===== src/rtl/idu_pkg.sv =====
package idu_pkg;
  localparam int CMD_DATA_W = 32;

  typedef enum logic [2:0] {
    OP_NOP    = 3'd0,
    OP_DEST   = 3'd1,
    OP_MODE   = 3'd2,
    OP_MASK   = 3'd3,
    OP_ENABLE = 3'd4
  } idu_op_e;

  localparam logic [1:0] DIST_ROTATE = 2'd1;
endpackage


===== src/rtl/idu_cfg_regs.sv =====
module idu_cfg_regs
  import idu_pkg::*;
#(
  parameter int NUM_SRC  = 4,
  parameter int NUM_CORE = 4,
  parameter int IDX_W    = 2
) (
  input  logic                         clk,
  input  logic                         rst,
  input  logic                         cmd_valid,
  input  logic [2:0]                   cmd_op,
  input  logic [IDX_W-1:0]             cmd_idx,
  input  logic [CMD_DATA_W-1:0]        cmd_data,
  output logic                         dist_en,
  output logic [NUM_SRC-1:0]           src_masked,
  output logic [NUM_SRC-1:0]           src_rotate,
  output logic [NUM_SRC*NUM_CORE-1:0]  src_dest
);

  logic en_q;
  logic idx_ok;

  assign idx_ok = (int'(cmd_idx) < NUM_SRC);

  always_ff @(posedge clk) begin
    if (rst) begin
      en_q <= 1'b0;
    end else if (cmd_valid && idu_op_e'(cmd_op) == OP_ENABLE) begin
      en_q <= 1'b1;
    end
  end

  assign dist_en = en_q;

  for (genvar i = 0; i < NUM_SRC; i++) begin : g_src
    logic                hit;
    logic                mask_q;
    logic                rot_q;
    logic [NUM_CORE-1:0] dest_q;

    assign hit = cmd_valid && idx_ok && (int'(cmd_idx) == i);

    always_ff @(posedge clk) begin
      if (rst) begin
        mask_q <= 1'b1;
        rot_q  <= 1'b0;
        dest_q <= '0;
      end else if (hit) begin
        case (idu_op_e'(cmd_op))
          OP_DEST: dest_q <= cmd_data[NUM_CORE-1:0];
          OP_MODE: rot_q  <= (cmd_data[1:0] == DIST_ROTATE);
          OP_MASK: mask_q <= cmd_data[0];
          default: ;
        endcase
      end
    end

    assign src_masked[i] = mask_q;
    assign src_rotate[i] = rot_q;
    assign src_dest[i*NUM_CORE +: NUM_CORE] = dest_q;
  end


  reset_state_chk: assert property (@(posedge clk)
    rst |=> (src_masked == {NUM_SRC{1'b1}} && !dist_en));


  idle_cfg_chk: assert property (@(posedge clk) disable iff (rst)
    !cmd_valid |=> ($stable(src_masked) && $stable(src_dest) && $stable(src_rotate)));

endmodule


===== src/rtl/idu_rr_pick.sv =====
module idu_rr_pick #(
  parameter int NUM_CORE = 4,
  parameter int PTR_W    = 2
) (
  input  logic [NUM_CORE-1:0] dest,
  input  logic [PTR_W-1:0]    last,
  output logic [PTR_W-1:0]    next_idx,
  output logic                found
);

  always_comb begin
    found    = 1'b0;
    next_idx = last;
    for (int k = 1; k <= NUM_CORE; k++) begin
      int cand;
      cand = int'(last) + k;
      if (cand >= NUM_CORE) cand = cand - NUM_CORE;
      if (!found && dest[cand]) begin
        found    = 1'b1;
        next_idx = PTR_W'(cand);
      end
    end
  end

endmodule


===== src/rtl/idu_src_lane.sv =====
module idu_src_lane #(
  parameter int NUM_CORE = 4,
  parameter int PTR_W    = 2
) (
  input  logic                clk,
  input  logic                rst,
  input  logic                dist_en,
  input  logic                masked,
  input  logic                rotate,
  input  logic [NUM_CORE-1:0] dest,
  input  logic                level,
  output logic [NUM_CORE-1:0] lines
);

  logic                prev_q;
  logic [PTR_W-1:0]    ptr_q;
  logic [PTR_W-1:0]    ptr_d;
  logic [PTR_W-1:0]    pick_idx;
  logic                pick_found;
  logic                active;
  logic                rise;
  logic                advance;
  logic [NUM_CORE-1:0] sel;
  logic [NUM_CORE-1:0] lines_d;
  logic [NUM_CORE-1:0] lines_q;

  idu_rr_pick #(.NUM_CORE(NUM_CORE), .PTR_W(PTR_W)) u_pick (
    .dest     (dest),
    .last     (ptr_q),
    .next_idx (pick_idx),
    .found    (pick_found)
  );

  assign active  = dist_en && !masked;
  assign rise    = level && !prev_q;
  assign advance = active && rotate && rise && pick_found;
  assign ptr_d   = advance ? pick_idx : ptr_q;

  for (genvar c = 0; c < NUM_CORE; c++) begin : g_sel
    assign sel[c] = (int'(ptr_d) == c);
  end

  always_comb begin
    lines_d = '0;
    if (active && level) begin
      lines_d = rotate ? (sel & dest) : dest;
    end
  end

  always_ff @(posedge clk) begin
    if (rst) begin
      prev_q  <= 1'b0;
      ptr_q   <= PTR_W'(NUM_CORE - 1);
      lines_q <= '0;
    end else begin
      prev_q  <= level;
      ptr_q   <= ptr_d;
      lines_q <= lines_d;
    end
  end

  assign lines = lines_q;


  masked_quiet_chk: assert property (@(posedge clk) disable iff (rst)
    masked |=> (lines == '0));


  idle_quiet_chk: assert property (@(posedge clk) disable iff (rst)
    !level |=> (lines == '0));


  rr_single_chk: assert property (@(posedge clk) disable iff (rst)
    rotate |=> $onehot0(lines));


  ptr_hold_chk: assert property (@(posedge clk) disable iff (rst)
    !rise |=> $stable(ptr_q));


  direct_route_chk: assert property (@(posedge clk) disable iff (rst)
    (active && level && !rotate) |=> (lines == $past(dest)));


  empty_dest_chk: assert property (@(posedge clk) disable iff (rst)
    (dest == '0) |=> (lines == '0 && $stable(ptr_q)));

endmodule


===== src/rtl/common_irq_dist.sv =====
module common_irq_dist
  import idu_pkg::*;
#(
  parameter int NUM_SRC  = 4,
  parameter int NUM_CORE = 4,
  localparam int IDX_W   = (NUM_SRC > 1) ? $clog2(NUM_SRC) : 1
) (
  input  logic                         clk,
  input  logic                         rst,
  input  logic                         cmd_valid,
  input  logic [2:0]                   cmd_op,
  input  logic [IDX_W-1:0]             cmd_idx,
  input  logic [31:0]                  cmd_data,
  input  logic [NUM_SRC-1:0]           irq_in,
  output logic [NUM_SRC*NUM_CORE-1:0]  irq_out
);

  localparam int PTR_W = (NUM_CORE > 1) ? $clog2(NUM_CORE) : 1;

  logic                        dist_en;
  logic [NUM_SRC-1:0]          src_masked;
  logic [NUM_SRC-1:0]          src_rotate;
  logic [NUM_SRC*NUM_CORE-1:0] src_dest;

  idu_cfg_regs #(
    .NUM_SRC  (NUM_SRC),
    .NUM_CORE (NUM_CORE),
    .IDX_W    (IDX_W)
  ) u_cfg (
    .clk        (clk),
    .rst        (rst),
    .cmd_valid  (cmd_valid),
    .cmd_op     (cmd_op),
    .cmd_idx    (cmd_idx),
    .cmd_data   (cmd_data),
    .dist_en    (dist_en),
    .src_masked (src_masked),
    .src_rotate (src_rotate),
    .src_dest   (src_dest)
  );

  for (genvar i = 0; i < NUM_SRC; i++) begin : g_lane
    logic [NUM_CORE-1:0] lane_lines;

    idu_src_lane #(.NUM_CORE(NUM_CORE), .PTR_W(PTR_W)) u_lane (
      .clk     (clk),
      .rst     (rst),
      .dist_en (dist_en),
      .masked  (src_masked[i]),
      .rotate  (src_rotate[i]),
      .dest    (src_dest[i*NUM_CORE +: NUM_CORE]),
      .level   (irq_in[i]),
      .lines   (lane_lines)
    );

    for (genvar c = 0; c < NUM_CORE; c++) begin : g_core
      assign irq_out[c*NUM_SRC + i] = lane_lines[c];
    end
  end


  no_enable_quiet_chk: assert property (@(posedge clk) disable iff (rst)
    !dist_en |=> (irq_out == '0));

endmodule


===== config.mk =====
export PLATFORM = sky130hd
export DESIGN_NAME = common_irq_dist
export DESIGN_NICKNAME = d
export VERILOG_FILES = /design/src/rtl/idu_pkg.sv /design/src/rtl/idu_cfg_regs.sv /design/src/rtl/idu_rr_pick.sv /design/src/rtl/idu_src_lane.sv /design/src/rtl/common_irq_dist.sv
export SDC_FILE = /design/constraint.sdc
export NUM_CORES = 1
export LEC_CHECK = 0
export ABC_AREA = 1
export BUFFER_PORTS_ARGS = -buffer_cell sky130_fd_sc_hd__buf_2
export CAP_MARGIN = 25
export CORE_UTILIZATION = 56
export CTS_CLUSTER_SIZE = 8
export DETAILED_ROUTE_END_ITERATION = 6
export PLACE_DENSITY = 0.8
export SYNTH_ARGS = -nofsm -noshare
export SYNTH_HDL_FRONTEND = slang
export SYNTH_SLANG_ARGS = --single-unit

===== constraint.sdc =====
create_clock -name clk -period 1.8 [get_ports clk]
set_input_delay 0.09 -clock clk [delete_from_list [all_inputs] [get_ports clk]]
set_output_delay 0.09 -clock clk [all_outputs]
set_load 0.1 [all_outputs]

==> Yosys cells after proc, flatten, opt, wreduce, memory -nomap -nowiden <==
Cells that the tools add are included.
{ "totals": {"regBits": 53, "inputBits": 44, "out_inout_bits": 16, "elab_cells": 303} }
{ "classes": {"add_sub_neg": 32, "n_lt_le_gt_ge": 32, "eq_ne": 20, "muxes": 104, "bitwise_logic": 8, "reduce_logical": 82} }
{ "op_table": {"columns": ["op", "n"], "rows": [
  ["32-bit by 4-bit < comparator with 1-bit output, second input constant", 16],
  ["32-bit 2-to-1 mux", 16],
  ["32-bit by 4-bit greater-or-equal comparator with 1-bit output, second input constant", 4],
  ["32-bit by 4-bit subtractor with 32-bit output, second input constant", 4],
  ["1-bit 2-to-1 mux", 48],
  ["1-bit logical AND", 41],
  ["2-bit 2-to-1 mux", 20],
  ["1-bit binary-select mux with 2-bit select", 16],
  ["3-bit by 3-bit subtractor with 4-bit output, second input constant", 8],
  ["2-bit by 2-bit adder with 3-bit output, second input constant", 8],
  ["3-bit greater-or-equal comparator, second input constant", 8],
  ["2-bit AND reduction", 12],
  ["2-bit == test, second input constant", 10],
  ["1-bit logical NOT", 20],
  ["4-bit by 3-bit subtractor with 5-bit output, second input constant", 4],
  ["2-bit by 3-bit adder with 4-bit output, second input constant", 4],
  ["4-bit bitwise AND", 4],
  ["4-bit by 3-bit greater-or-equal comparator with 1-bit output, second input constant", 4],
  ["4-bit 2-to-1 mux", 4],
  ["2-bit by 1-bit adder with 3-bit output, second input constant", 4],
  ["2-bit by 1-bit == test with 1-bit output, second input constant", 6],
  ["2-bit logical NOT", 5],
  ["2-bit OR reduction", 4],
  ["3-bit by 2-bit == test with 1-bit output, second input constant", 2],
  ["other kinds (3)", 6]
]} }

==> Depth between registers and ports, before layout <==
Gate-level depths: netlist (run 1).
{ "depth": {"ltp_word": 21, "mapped_depth": 14, "depth_no_buf": 14} }

==> Modules after synthesis <==
Synthesis (run 1) repeated with hierarchy kept, for this count alone.
{ "unflattened": {"cells_unflattened": 539, "hier_area_um2": 3368.2} }
{ "by_module_without_submodules": {"columns": ["mod", "instances", "cells_per_inst", "area_per_inst_um2", "seq_area_each_um2"], "rows": [
  ["idu_src_lane", 4, 47, 319.1, 140.1],
  ["idu_cfg_regs", 1, 167, 1163.6, 500.5],
  ["idu_rr_pick at g_lane[0].u_lane.u_pick ...", 3, 46, 231.5, 0.0],
  ["idu_rr_pick at g_lane[3].u_lane.u_pick", 1, 46, 234.0, 0.0]
]} }

==> Worst setup path before layout (run 1) <==
Ideal clock, no wire load.
{ "synth_timing": {"path_type": "register to register", "from": "register g_lane[3].u_lane.ptr_q[0]", "to": "register g_lane[3].u_lane.lines_q[0]", "arrival_ps": 1304, "t_required_ps": 1680, "setup_slack_ps": 375, "stages_incl_launch_ff": 15, "synth_period_minus_slack_ps": 1425, "path_cell_list": "dfxtp_1 > buf_4 > inv_4 > nand2_1 > nand2_1 > nand2_1 > nand2_1 > nor2_4 > nand2_1 > nand2_1 > nor2_1 > nand2_1 > nand2_1 > nand2_1 > a21oi_1"} }
{ "synth_via": {"elab_chain_len": 21, "word_cells_on_any_way": 47} }
{ "synth_rtl": {"columns": ["item", "line", "rtl"], "rows": [
  ["from (decl)", "idu_src_lane.sv:16", "logic [PTR_W-1:0] ptr_q;"],
  ["from (signal assigned)", "idu_src_lane.sv:53", "ptr_q <= PTR_W'(NUM_CORE - 1);"],
  ["from (signal assigned)", "idu_src_lane.sv:57", "ptr_q <= ptr_d;"],
  ["2-bit by 1-bit adder with 3-bit output", "idu_rr_pick.sv:16", "cand = int'(last) + k;"],
  ["32-bit by 4-bit subtractor with 32-bit output or 32-bit by 4-bit greater-or-equal comparator with 1-bit output (tied branches)", "idu_rr_pick.sv:17", "if (cand >= NUM_CORE) cand = cand - NUM_CORE;"],
  ["32-bit 2-to-1 mux", "idu_rr_pick.sv:17", null],
  ["1-bit binary-select mux with 2-bit select", "idu_rr_pick.sv:18", "if (!found && dest[cand]) begin"],
  ["1-bit 2-to-1 mux (implied by the code) (2 in a row)", "idu_rr_pick.sv:18", null],
  ["1-bit 2-to-1 mux", "idu_rr_pick.sv:18", null],
  ["1-bit logical NOT", "idu_rr_pick.sv:18", null],
  ["1-bit logical AND", "idu_rr_pick.sv:18", null],
  ["[... 4 more ...]", null, null],
  ["1-bit logical NOT", "idu_rr_pick.sv:18", null],
  ["1-bit logical AND", "idu_rr_pick.sv:18", null],
  ["1-bit 2-to-1 mux", "idu_rr_pick.sv:18", null],
  ["1-bit logical AND", "idu_src_lane.sv:36", "assign advance = active && rotate && rise && pick_found;"],
  ["2-bit 2-to-1 mux (*)", "idu_src_lane.sv:37", "assign ptr_d = advance ? pick_idx : ptr_q;"],
  ["2-bit logical NOT (*)", "idu_src_lane.sv:40", "assign sel[c] = (int'(ptr_d) == c);"],
  ["4-bit bitwise AND (*)", "idu_src_lane.sv:46", "lines_d = rotate ? (sel & dest) : dest;"],
  ["4-bit 2-to-1 mux (*)", "idu_src_lane.sv:46", null],
  ["to (signal assigned)", "idu_src_lane.sv:58", "lines_q <= lines_d;"],
  ["to (decl)", "idu_src_lane.sv:25", "logic [NUM_CORE-1:0] lines_q;"]
]} }
Mark *: on every way between the ends. The rest lies on a longest branch, timed or not. The select of a mux whose other input is x is not followed.
A chain may end at the register's enable or synchronous reset.

==> Worst setup path after layout (run 1) <==
{ "layout_timing": {"from": "register g_lane[1].u_lane.ptr_q[0]", "to": "register g_lane[1].u_lane.lines_q[2]"} }
{ "layout_via": {"elab_chain_len": 21, "word_cells_on_any_way": 47} }
{ "layout_rtl": {"columns": ["item", "line"], "rows": [
  ["from (decl)", "idu_src_lane.sv:16"],
  ["from (signal assigned)", "idu_src_lane.sv:53"],
  ["from (signal assigned)", "idu_src_lane.sv:57"],
  ["2-bit by 1-bit adder with 3-bit output", "idu_rr_pick.sv:16"],
  ["32-bit by 4-bit subtractor with 32-bit output or 32-bit by 4-bit greater-or-equal comparator with 1-bit output (tied branches)", "idu_rr_pick.sv:17"],
  ["32-bit 2-to-1 mux", "idu_rr_pick.sv:17"],
  ["1-bit binary-select mux with 2-bit select", "idu_rr_pick.sv:18"],
  ["1-bit 2-to-1 mux (implied by the code) (2 in a row)", "idu_rr_pick.sv:18"],
  ["1-bit 2-to-1 mux", "idu_rr_pick.sv:18"],
  ["1-bit logical NOT", "idu_rr_pick.sv:18"],
  ["1-bit logical AND", "idu_rr_pick.sv:18"],
  ["[... 4 more ...]", null],
  ["1-bit logical NOT", "idu_rr_pick.sv:18"],
  ["1-bit logical AND", "idu_rr_pick.sv:18"],
  ["1-bit 2-to-1 mux", "idu_rr_pick.sv:18"],
  ["1-bit logical AND", "idu_src_lane.sv:36"],
  ["2-bit 2-to-1 mux (*)", "idu_src_lane.sv:37"],
  ["2-bit == test (*)", "idu_src_lane.sv:40"],
  ["4-bit bitwise AND (*)", "idu_src_lane.sv:46"],
  ["4-bit 2-to-1 mux (*)", "idu_src_lane.sv:46"],
  ["to (signal assigned)", "idu_src_lane.sv:58"],
  ["to (decl)", "idu_src_lane.sv:25"]
]} }
Marked as above.

==> results of run 1 <==
-- state kept, by name, indices dropped and copies added (netlist names) --
name / count
u_cfg.dist_en: 1
u_cfg.g_src.dest_q: 16
g_lane.u_lane.lines: 16
u_cfg.g_src.mask_q: 4
g_lane.u_lane.prev_q: 4
g_lane.u_lane.ptr_q: 8
u_cfg.g_src.rot_q: 4
-- kinds of logic (layout without fill, tap and decap cells) --
kind of cell    Yosys count  count (layout)  share of synthesized area, %
flops                    53              53                          32.5
simple gates            355             355                          48.3
compound gates           63              63                          10.2
buf+inv                  66             100                          8.99
-- metrics by stage --
step                      util (%)  hold WS, ns
final                         64.5       0.0148
after global routing          64.5       0.0246
after CTS                     64.2       0.0121
after detailed placement      62.5        0.331
after global placement        62.5        0.322
after floorplan                  -        0.225
-- repair_timing --
item	4_1_cts	5_1_grt
endpoints found under the setup margin	1	18
hold endpoints to repair	0	0
resized for setup	1	9
-- final cells by class --
type                       instances  area (sq um)  share of cell area, %
clock buffer                       5          68.8                   1.91
clock inverter                     3          25.0                  0.696
inverter                          55           219                   6.09
multi-input combinational        418          1920                   53.3
sequential                        53          1080                   29.9
tap                               72          90.1                   2.51
timing repair buffer              37           200                   5.57
-- path summary, 6_finish.rpt --
check	from	endpoint	slack, ns	depth (start not counted)
max	g_lane[1].u_lane.ptr_q[0]	g_lane[1].u_lane.lines[2]	0.17	11
min	irq_in[2]	g_lane[2].u_lane.prev_q	0.01	3
max reg2reg	g_lane[1].u_lane.ptr_q[0]	g_lane[1].u_lane.lines[2]	0.17	11
min reg2reg	u_cfg.g_src[3].mask_q	u_cfg.g_src[3].mask_q	0.47	2
-- power by group through the flow --
stage	registers (mW)	clock network, mW	logic [mW]
2_1_floorplan	1.22	0	0.0817
6_report	1.19	0.673	0.126
3_5_place_dp	1.22	0	0.126
4_1_cts	1.19	0.688	0.126
5_1_grt	1.19	0.735	0.143
3_3_place_gp	1.22	0	0.122
-- critical path, delay by kind of cell, from the launching register on --
kind,cells,cell delay [ns]
AND/OR/NAND/NOR,8,0.75
buffers and inverters,1,0.11
flip-flops,1,0.39
AO/OA/AOI/OAI,2,0.31
-- layout by cell type (no fill, tap or decap), types with 2 or more instances in the layout --
cell      synthesis  routed
nand2_1         219     218
dfxtp_1          53      47
nor2_1           42      42
inv_1            39      39
a21oi_1          32      32
nand3_1          32      32
buf_2             0      31
o21ai_0          23      23
nand2_2          21      22
nor3_1           20      20
inv_2            11      11
nand2_4           6       6
buf_4             5       6
o21ai_2           5       5
inv_4             5       5
clkbuf_8          0       5
nand4_1           4       4
o21ai_1           3       3
nor2_4            3       3
or2_1             3       3
dfxtp_2           0       3
dfxtp_4           0       3
nand3_2           2       2
inv_6             0       2
-- cells in the mapped netlist --
| cell type | instances | area, sq um |
|---|---|---|
| o21ai_2 | 5 | 43.8 |
| nor2_1 | 42 | 158 |
| or2_2 | 1 | 6.26 |
| nor2_8 | 1 | 20.0 |
| nor3_1 | 20 | 100 |
| inv_2 | 11 | 41.3 |
| clkbuf_1 | 4 | 15.0 |
| buf_6 | 2 | 22.5 |
| o21ai_1 | 3 | 15.0 |
| o21ai_0 | 23 | 115 |
| nand2_1 | 219 | 822 |
| nand3_1 | 32 | 160 |
| buf_4 | 5 | 37.5 |
| or2_1 | 3 | 18.8 |
| inv_1 | 39 | 146 |
| nor2_4 | 3 | 33.8 |
| nand2_2 | 21 | 131 |
| nand3_4 | 1 | 17.5 |
| dfxtp_1 | 53 | 1060 |
| a21oi_1 | 32 | 160 |
| nand3_2 | 2 | 20.0 |
| inv_4 | 5 | 31.3 |
| nand4_1 | 4 | 25.0 |
| nand2_4 | 6 | 67.6 |
-- per-layer routing --
layer | up-vias | share of wire [%] | GRT usage (%)
li1 | 1758 | - | -
met1 | 1457 | 45 | 28.3
met2 | 73 | 50 | 45.6
met3 | 10 | 3.7 | 3.49
met4 | 0 | 1.2 | 6.85
met5 | - | 0 | 0
==> results.txt, run 1 <==
Total chip power: 1.99 mW
RePlAce Congestion: 0.822
Drt total wl: 7120 um
Post-Place Setup Slack: 0.0322 ns
Cts hold-fix bufs: 0
Clock skew: 0.00776 ns
Final Setup Violations: 0
Max H-tree Level: 2
Detailed Place HPWL: 5510 um
Area of the mapped netlist: 3270 sq um
Clock share of power: 33.9%
Initial Utilization: 58.7%
Antenna Cells: 0
Pint: 1.51 mW
Crit path time final: 1.63 ns
Post-layout instance area: 3600 sq um
Detailed Routing Iterations Pass 1: 5
Die area: 6150 sq um
Crit Path Class: register to register
Max Fanout on Critical Path: 9
Register area share after synthesis: 32.5%
Root Driver: clkbuf_8
Worst Path Required: 2.03 ns
Critical Path Most Common Cell: nand2_1
Post-Syn Nets: 581
I/O Buffers: 31
CP max-delay cell: dfxtp_4
Worst path cell trace: inv_4 > nand2_1 > nand2_1 > nand2_1 > nand2_1 > nand3_1 > nand2_1 > nand2_1 > o21ai_2 > nand2_1 > a21oi_1
Total of max-cap violations: 0
Num ports: 60
Initial antenna violation count: 0
RSZ-0062 raised after global routing: false
Area of the core: 5570 sq um
Leakage: 1.86 nW
Combinational power share: 6.4%
Startpoint Class: register
Drc violations: 0
Crit path DAT: 1.86 ns
Syn Inst Count: 537
1st-iter DRT viols: 142
Achievable Freq: 615 MHz
Fin. Hold Viols: 0
Overall Global Routing Usage: 24.2%
Hold crit path type: input pin to register
Vias in the first global route: 2976
Tightest Pin Transition: 0.491 ns
Rel. slew slack: 67.5%
Setup TNS: 0 ns
Worst VDD drop: 0.000376 V
Vias/cell: 5.13
Post-route insts no fill: 643
CTS tree: yes
Postcts setup bufs: 0
Cts bufs inserted: 5
DP Cell Count: 635
Crit path largest cell delay: 0.39 ns
Die Ht: 78.4 um
Synth-to-layout area growth: 9.99%
PD cells: 552 nW/um^2
Clk slew on worst S/H paths: 0.09 ns
First-pass GRT wire length: 12200 um
Setup ws final: 0.173 ns
Global route overflow: 0
Post-route ant nets: 0
Die width: 78.4 um
Syn. warnings: 0
Crit share post-route: 90.4%
Largest net degree at the start of global routing: 19
Placed Area: 3480 sq um
Average wire per standard cell: 11.1 um
Sequential fraction of design power: 59.8%
Nets: 614
Max clock buf depth: 2
CP Capture Type: register
Row cnt: 27
Final Max Slew Viols: 0
Filler cells: 535
Syn avg cell area: 6.09 sq um
Post-synthesis cell type count: 24
Routed vias: 3298
Status: completed
Sw Ratio: 24.2%
CTS sink cnt: 53
Sw power: 481 uW
Layout cells sized above 1: 18.9%
Seq cells post-synth: 53
Worst-Skew Late Latency: 0.30 ns
(Power assumes the default switching activity.)
==> inputs of run 2 (changes only) <==
- CORE_UTILIZATION: 56 -> 30
- PLACE_DENSITY: 0.8 -> 0.47
- SYNTH_HIERARCHICAL: not set -> 1
==> run 2 against run 1 <==
Against the previous run: sequential power barely moved; die area rose by 90%; flip-flop and latch count did not move; wire length rose by 21%; final cell count rose by 15%; highest routed layer unchanged; setup slack got worse by 0.11 ns; via count rose by 4.4%; clock power rose by 19%; clock-buffer cell count did not move; non-clock buffer count rose by 30; worst hold slack improved by 0.068 ns; synthesized area rose by 3.0%.
==> results.txt, run 2 <==
Startpoint Class: register (unchanged)
Global route overflow: 0 (unchanged)
Antenna Cells: 0 (unchanged)
Average wire per standard cell: 11.6 um (was 11.1 um)
Synth Flop Type: dfxtp_1 (unchanged)
Worst path cell trace: buf_12 > clkinv_8 > nand2_1 > nand2_1 > o21ai_0 > nand4_1 > inv_2 > nor2_4 > nand2_4 > nand2_1 > nand2_1 > nand2_1 > a21oi_1 (was inv_4 > nand2_1 > nand2_1 > nand2_1 > nand2_1 > nand3_1 > nand2_1 > nand2_1 > o21ai_2 > nand2_1 > a21oi_1)
Leakage: 2.22 nW (was 1.86 nW)
Cts bufs inserted: 5 (unchanged)
Root Driver: clkbuf_8 (unchanged)
Max Fanout on Critical Path: 7 (was 9)
Final Setup Violations: 0 (unchanged)
Top post-synthesis cells by count: nand2_1 (205), nand3_1 (55), dfxtp_1 (53), nor2_1 (48), inv_1 (46) (was nand2_1 (219), dfxtp_1 (53), nor2_1 (42), inv_1 (39))
Drt total wl: 8600 um (was 7120 um)
Die width: 108 um (was 78.4 um)
Max H-tree Level: 2 (unchanged)
Achievable Freq: 577 MHz (was 615 MHz)
Async SR Flop Fraction: 0% (unchanged)
Nets: 643 (was 614)
CTS sink cnt: 53 (unchanged)
Worst Path Required: 2.04 ns (was 2.03 ns)
Post-synthesis cell type count: 24 (unchanged)
Most frequent cells in the layout: nand2_1 (169), nor2_1 (48), nand3_1 (46), dfxtp_1 (45), nand2_2 (44) (was nand2_1 (218), dfxtp_1 (47), nor2_1 (42), inv_1 (39))
RR Endpoint: g_lane[0].u_lane/lines[1] (was g_lane[1].u_lane.lines[2])
Top cell type's share of synthesized area: 31.5% (was 32.5%)
Critical path's top delay family: simple AND/OR/NAND/NOR gates (unchanged)
RSZ-0062 raised after global routing: true (was false)
Layout cells sized above 1: 33.4% (was 18.9%)
Tightest Pin Transition: 0.488 ns (was 0.491 ns)
Crit path largest cell delay: 0.39 ns (about the same)
Detailed Routing Iterations Pass 1: 4 (was 5)
Setup ws final: 0.0676 ns (was 0.173 ns)
Drc violations: 0 (unchanged)
Final hold slack: 0.0827 ns (was 0.0148 ns)
Rel. slew slack: 67.7% (was 67.5%)
Overall Global Routing Usage: 14.7% (was 24.2%)
Top-count cell post-synth: nand2_1 (unchanged)
Status: completed (unchanged)
Syn. warnings: 6 (was 0)
Post-route ant nets: 0 (unchanged)
Die Ht: 108 um (was 78.4 um)
PD cells: 495 nW/um^2 (was 552 nW/um^2)
CTS tree: yes (unchanged)
Largest net degree at the start of global routing: 17 (was 19)
Post-Syn Nets: 583 (was 581)
Syn avg cell area: 6.25 sq um (was 6.09 sq um)
Routed vias: 3443 (was 3298)
Hold path depth: 2 (was 3)
Synth area leaders: dfxtp_1 (32%), nand2_1 (23%), nand3_1 (8.2%) (was dfxtp_1 (32%), nand2_1 (25%), a21oi_1 (4.9%))
Critical Path Most Common Cell: nand2_1 (unchanged)
Critical path buffers and inverters: 3 (was 1)
CP max-delay cell: dfxtp_4 (unchanged)
Crit Reg-Reg Startpoint: g_lane[0].u_lane/ptr_q[0] (was g_lane[1].u_lane.ptr_q[0])
R2r setup slk: 0.07 ns (was 0.17 ns)
RePlAce Congestion: 0.796 (was 0.822)
HP Start: rst (was irq_in[2])
Max clock buf depth: 2 (unchanged)
Hold EP: u_cfg/dist_en (was g_lane[2].u_lane.prev_q)
Area of the mapped netlist: 3370 sq um (was 3270 sq um)
Post-Place Setup Slack: 0.0343 ns (was 0.0322 ns)
Worst VDD drop: 0.000407 V (was 0.000376 V)
Crit share post-route: 96.2% (was 90.4%)
Total of max-cap violations: 0 (unchanged)
Initial antenna violation count: 0 (unchanged)
I/O Buffers: 31 (unchanged)
CP Capture Type: register (unchanged)
Crit Path Class: register to register (unchanged)
Initial Utilization: 30.9% (was 58.7%)
Hold crit path type: input pin to register (unchanged)
Die area: 11700 sq um (was 6150 sq um)
Fin. Hold Viols: 0 (unchanged)
Crit path DAT: 1.97 ns (was 1.86 ns)
First-pass GRT wire length: 13600 um (was 12200 um)
Vias in the first global route: 3086 (was 2976)
Worst-Skew Late Latency: 0.31 ns (was 0.30 ns)
Worst r2r path cells: 13 (was 11)
Row cnt: 38 (was 27)
Most common cell after layout, fill and taps aside: nand2_1 (unchanged)
Final Max Slew Viols: 0 (unchanged)
1st-iter DRT viols: 133 (was 142)
Synth-to-layout area growth: 30.2% (was 9.99%)
Area of the core: 10900 sq um (was 5570 sq um)
Vias/cell: 4.66 (was 5.13)
Register area share after synthesis: 31.5% (was 32.5%)
Yosys top cell by area: dfxtp_1 (unchanged)
Clock skew: 0.00827 ns (was 0.00776 ns)
Seq cells post-synth: 53 (unchanged)
EDFF count, synth: 0 (unchanged)
Detailed Place HPWL: 6370 um (was 5510 um)
Crit path time final: 1.73 ns (was 1.63 ns)
Clk slew on worst S/H paths: 0.10 ns (was 0.09 ns)
Num ports: 60 (unchanged)
Syn Inst Count: 539 (was 537)
==> run 2: per-layer routing <==
layer  vias to the layer above  global-route usage (%)  share of wire [%]
li1                       1815                       -                  -
met1                      1560                    20.0                 49
met2                        59                    23.5                 46
met3                         9                    2.65                3.6
met4                         0                    4.31                1.2
met5                         -                       0                  0
==> run 2: worst register-to-register path, stage by stage, from the launching register on <==
cell,delay [ns]
dfxtp_4,0.39
buf_12,0.13
clkinv_8,0.07
nand2_1,0.10
nand2_1,0.09
o21ai_0,0.21
nand4_1,0.15
inv_2,0.09
nor2_4,0.05
nand2_4,0.08
nand2_1,0.06
nand2_1,0.09
nand2_1,0.06
a21oi_1,0.12
==> run 2: logic make-up after synthesis <==
logic type,Yosys count,share of synthesized area (%)
buffers and inverters,68,9.66
and+or+nand+nor,376,51.7
xor gates and xnor gates,4,1.04
DFF,53,31.5
AOI/OAI and AO/OA,38,6.09
==> run 2: layout make-up <==
cell class              instances  area (sq um)
fillers                      1144          6500
multi-input cells             418          2270
flip-flops and latches         53          1080
repair buffers                 67           515
inverters                      54           235
well taps                     140           175
clock buffers                   5          68.8
clock inverters                 2          38.8
==> run 2: metrics by stage <==
stage	util [%]	total power [mW]	cell area [sq um]	std cells	setup TNS, ns
after floorplan	-	1.32	3370	539	0
after global placement	34.8	1.39	3790	718	0
after detailed placement	34.8	1.39	3790	718	0
after CTS	36.2	2.19	3940	729	0
after global routing	40.3	2.28	4390	739	-0.644
final	40.3	2.17	4390	739	0
==> run 2: how the worst max path moves through the flow <==
stage                               from  cells past startpoint  slack, ns                   endpoint
6_report       g_lane[0].u_lane/ptr_q[0]                     13       0.07  g_lane[0].u_lane/lines[1]
5_1_grt        g_lane[0].u_lane/ptr_q[0]                     13      -0.13  g_lane[0].u_lane/lines[0]
4_1_cts        g_lane[1].u_lane/ptr_q[0]                     13      0.005  g_lane[1].u_lane/lines[0]
3_5_place_dp   g_lane[0].u_lane/ptr_q[0]                     15       0.03  g_lane[0].u_lane/lines[0]
3_3_place_gp   g_lane[1].u_lane/ptr_q[0]                     14       0.03  g_lane[1].u_lane/lines[2]
2_1_floorplan  g_lane[0].u_lane/ptr_q[0]                     15       0.21  g_lane[0].u_lane/lines[2]
==> run 2: power by group <==
| group | leakage, nW | switching (mW) | total, mW | internal (mW) |
|---|---|---|---|---|
| registers | 0.426 | 0.0127 | 1.19 | 1.18 |
| clock network | 0.0546 | 0.388 | 0.800 | 0.412 |
| logic | 1.74 | 0.113 | 0.177 | 0.0639 |
==> run 2: what timing repair did <==
item | 4_1_cts | 5_1_grt
setup buffers | 0 | 8
hold buffers | 4 | 0
endpoints found under the hold margin | 4 | 0
resized for setup | 0 | 104
setup endpoints to repair | 0 | 24
==> inputs of run 3 (changes only) <==
- RECOVER_POWER: not set -> 100
- SLEW_MARGIN: not set -> 15
==> run 3 against run 2 <==
Against the previous run: final area fell by 0.74%; global-route usage is the same; clock power about the same; core utilization shrank 0.30 points; critical path type unchanged; highest routed layer unchanged.
==> results.txt, run 3 (synthesized netlist as in run 2, its figures left out) <==
Crit Path Class: register to register (unchanged)
Total of max-cap violations: 0 (unchanged)
Leakage: 2.18 nW (was 2.22 nW)
Vias/cell: 4.64 (was 4.66)
Final Max Slew Viols: 0 (unchanged)
Clock skew: 0.00906 ns (was 0.00827 ns)
PD cells: 497 nW/um^2 (was 495 nW/um^2)
RSZ-0062 raised after global routing: true (unchanged)
Worst Path Required: 2.04 ns (about the same)
Total chip power: 2.16 mW (was 2.17 mW)
Worst path cell trace: buf_12 > clkinv_8 > nand2_1 > nand2_1 > o21ai_0 > nand4_1 > inv_2 > nor2_4 > nand2_4 > nand2_1 > nand2_1 > nand2_1 > a21oi_1 (unchanged)
Crit path time final: 1.73 ns (about the same)
Max clock buf depth: 2 (unchanged)
Nets: 643 (unchanged)
Drc violations: 0 (unchanged)
Crit path DAT: 1.98 ns (was 1.97 ns)
Largest net degree at the start of global routing: 17 (unchanged)
Area of the core: 10900 sq um (unchanged)
HP Start: rst (unchanged)
CTS sink cnt: 53 (unchanged)
Achievable Freq: 577 MHz (about the same)
CP Capture Type: register (unchanged)
Fin. Hold Viols: 0 (unchanged)
Post-layout instance area: 4350 sq um (was 4390 sq um)
Die area: 11700 sq um (unchanged)
Initial Utilization: 30.9% (unchanged)
Detailed Routing Iterations Pass 1: 4 (unchanged)
Layout cells sized above 1: 31.9% (was 33.4%)
Most common cell after layout, fill and taps aside: nand2_1 (unchanged)
Final core occ: 40.0% (was 40.3%)
Max Fanout on Critical Path: 7 (unchanged)
Global route overflow: 0 (unchanged)
Initial antenna violation count: 0 (unchanged)
Post-route insts no fill: 739 (unchanged)
Drt total wl: 8620 um (was 8600 um)
Crit share post-route: 96.3% (was 96.2%)
Filler cells: 1148 (was 1144)
Rel. slew slack: 55.5% (was 67.7%)
Most frequent cells in the layout: nand2_1 (170), nor2_1 (49), nand3_1 (47), dfxtp_1 (45), nand2_2 (43) (was nand2_1 (169), nor2_1 (48), nand3_1 (46), dfxtp_1 (45), nand2_2 (44))
Final hold slack: 0.0836 ns (was 0.0827 ns)
Critical Path Most Common Cell: nand2_1 (unchanged)
Routed vias: 3426 (was 3443)
Setup TNS: 0 ns (unchanged)
Crit Reg-Reg Startpoint: g_lane[0].u_lane/ptr_q[0] (unchanged)
Root Driver: clkbuf_8 (unchanged)
Startpoint Class: register (unchanged)
CTS tree: yes (unchanged)
Status: completed (unchanged)
Die width: 108 um (unchanged)
Cts bufs inserted: 5 (unchanged)
GRT met1 Usage: 20.0% (unchanged)
Clk slew on worst S/H paths: 0.10 ns (about the same)
Final Setup Violations: 0 (unchanged)
Placed Area: 3790 sq um (unchanged)
Hold crit path type: input pin to register (unchanged)
Average wire per standard cell: 11.7 um (was 11.6 um)
DP Cell Count: 718 (unchanged)
Setup ws final: 0.0660 ns (was 0.0676 ns)
Antenna Cells: 0 (unchanged)
Die Ht: 108 um (unchanged)
Post-route ant nets: 0 (unchanged)
Crit path from: g_lane[0].u_lane/ptr_q[0] (unchanged)
RePlAce Congestion: 0.796 (unchanged)
Row cnt: 38 (unchanged)
Synth-to-layout area growth: 29.3% (was 30.2%)
GRT busiest layer: met2 (unchanged)
Max H-tree Level: 2 (unchanged)
GRT met3 Usage: 2.65% (unchanged)
GRT met2 Usage: 23.5% (unchanged)
Worst VDD drop: 0.000407 V (about the same)
Tightest Pin Transition: 0.667 ns (was 0.488 ns)
Crit path largest cell delay: 0.39 ns (about the same)
Num ports: 60 (unchanged)
Post-Place Setup Slack: 0.0343 ns (unchanged)
Detailed Place HPWL: 6370 um (unchanged)
Vias in the first global route: 3086 (unchanged)
CP max-delay cell: dfxtp_4 (unchanged)
I/O Buffers: 31 (unchanged)
First-pass GRT wire length: 13600 um (unchanged)
R2r setup slk: 0.07 ns (about the same)
1st-iter DRT viols: 148 (was 133)
Worst-Skew Late Latency: 0.31 ns (about the same)
Overall Global Routing Usage: 14.7% (unchanged)
run 3: cell types whose count changed in the layout (fill, tap and decap cells not counted):
cell      before  now
nor2_4         9    8
nand2_2       44   43
buf_4         25   24
clkbuf_1       0    6
clkbuf_2       0   16
nor2_1        48   49
nand2_1      169  170
nand3_4        1    0
nand3_1       46   47
buf_2         31   10
run 3: layer usage:
layer / routed length [um] / up-vias
met2: 3970 / 45
met1: 4300 / 1557
li1: - / 1815
met5: 0 / -
met3: 252 / 9
met4: 99 / 0
run 3: worst paths after layout:
kind / end / cells past startpoint
worst max register to register: g_lane[0].u_lane/lines[1] / 13
worst max-delay path: g_lane[0].u_lane/lines[1] / 13
worst min register to register: u_cfg/g_src[1].mask_q / 2
worst min-delay path: u_cfg/dist_en / 2
run 3: area by class of cell:
class	count	area (sq um)	area share, %
Sequential cell	53	1080	24.8
Multi-Input combinational cell	418	2250	51.7
Clock buffer	5	68.8	1.58
Inverter	54	235	5.40
Clock inverter	2	38.8	0.891
Tap cell	140	175	4.02
Timing Repair Buffer	67	505	11.6
run 3: critical path, delay by kind of cell (launching register included):
family,cells,cell delay (ns)
flip-flops,1,0.39
buffers and inverters,3,0.29
AND/OR/NAND/NOR,8,0.68
AO/OA/AOI/OAI,2,0.33
run 3: power by group:
| group | leakage (nW) | internal [mW] | switching, mW |
|---|---|---|---|
| logic | 1.70 | 0.0601 | 0.110 |
| clock network | 0.0546 | 0.412 | 0.388 |
| registers | 0.426 | 1.18 | 0.0127 |
run 3: repair_timing:
action                                  4_1_cts  5_1_grt
endpoints found under the setup margin        0       24
buffers inserted                              0        8
hold buffers                                  4        0
hold endpoints to repair                      4        0
gates resized for setup                       0      104
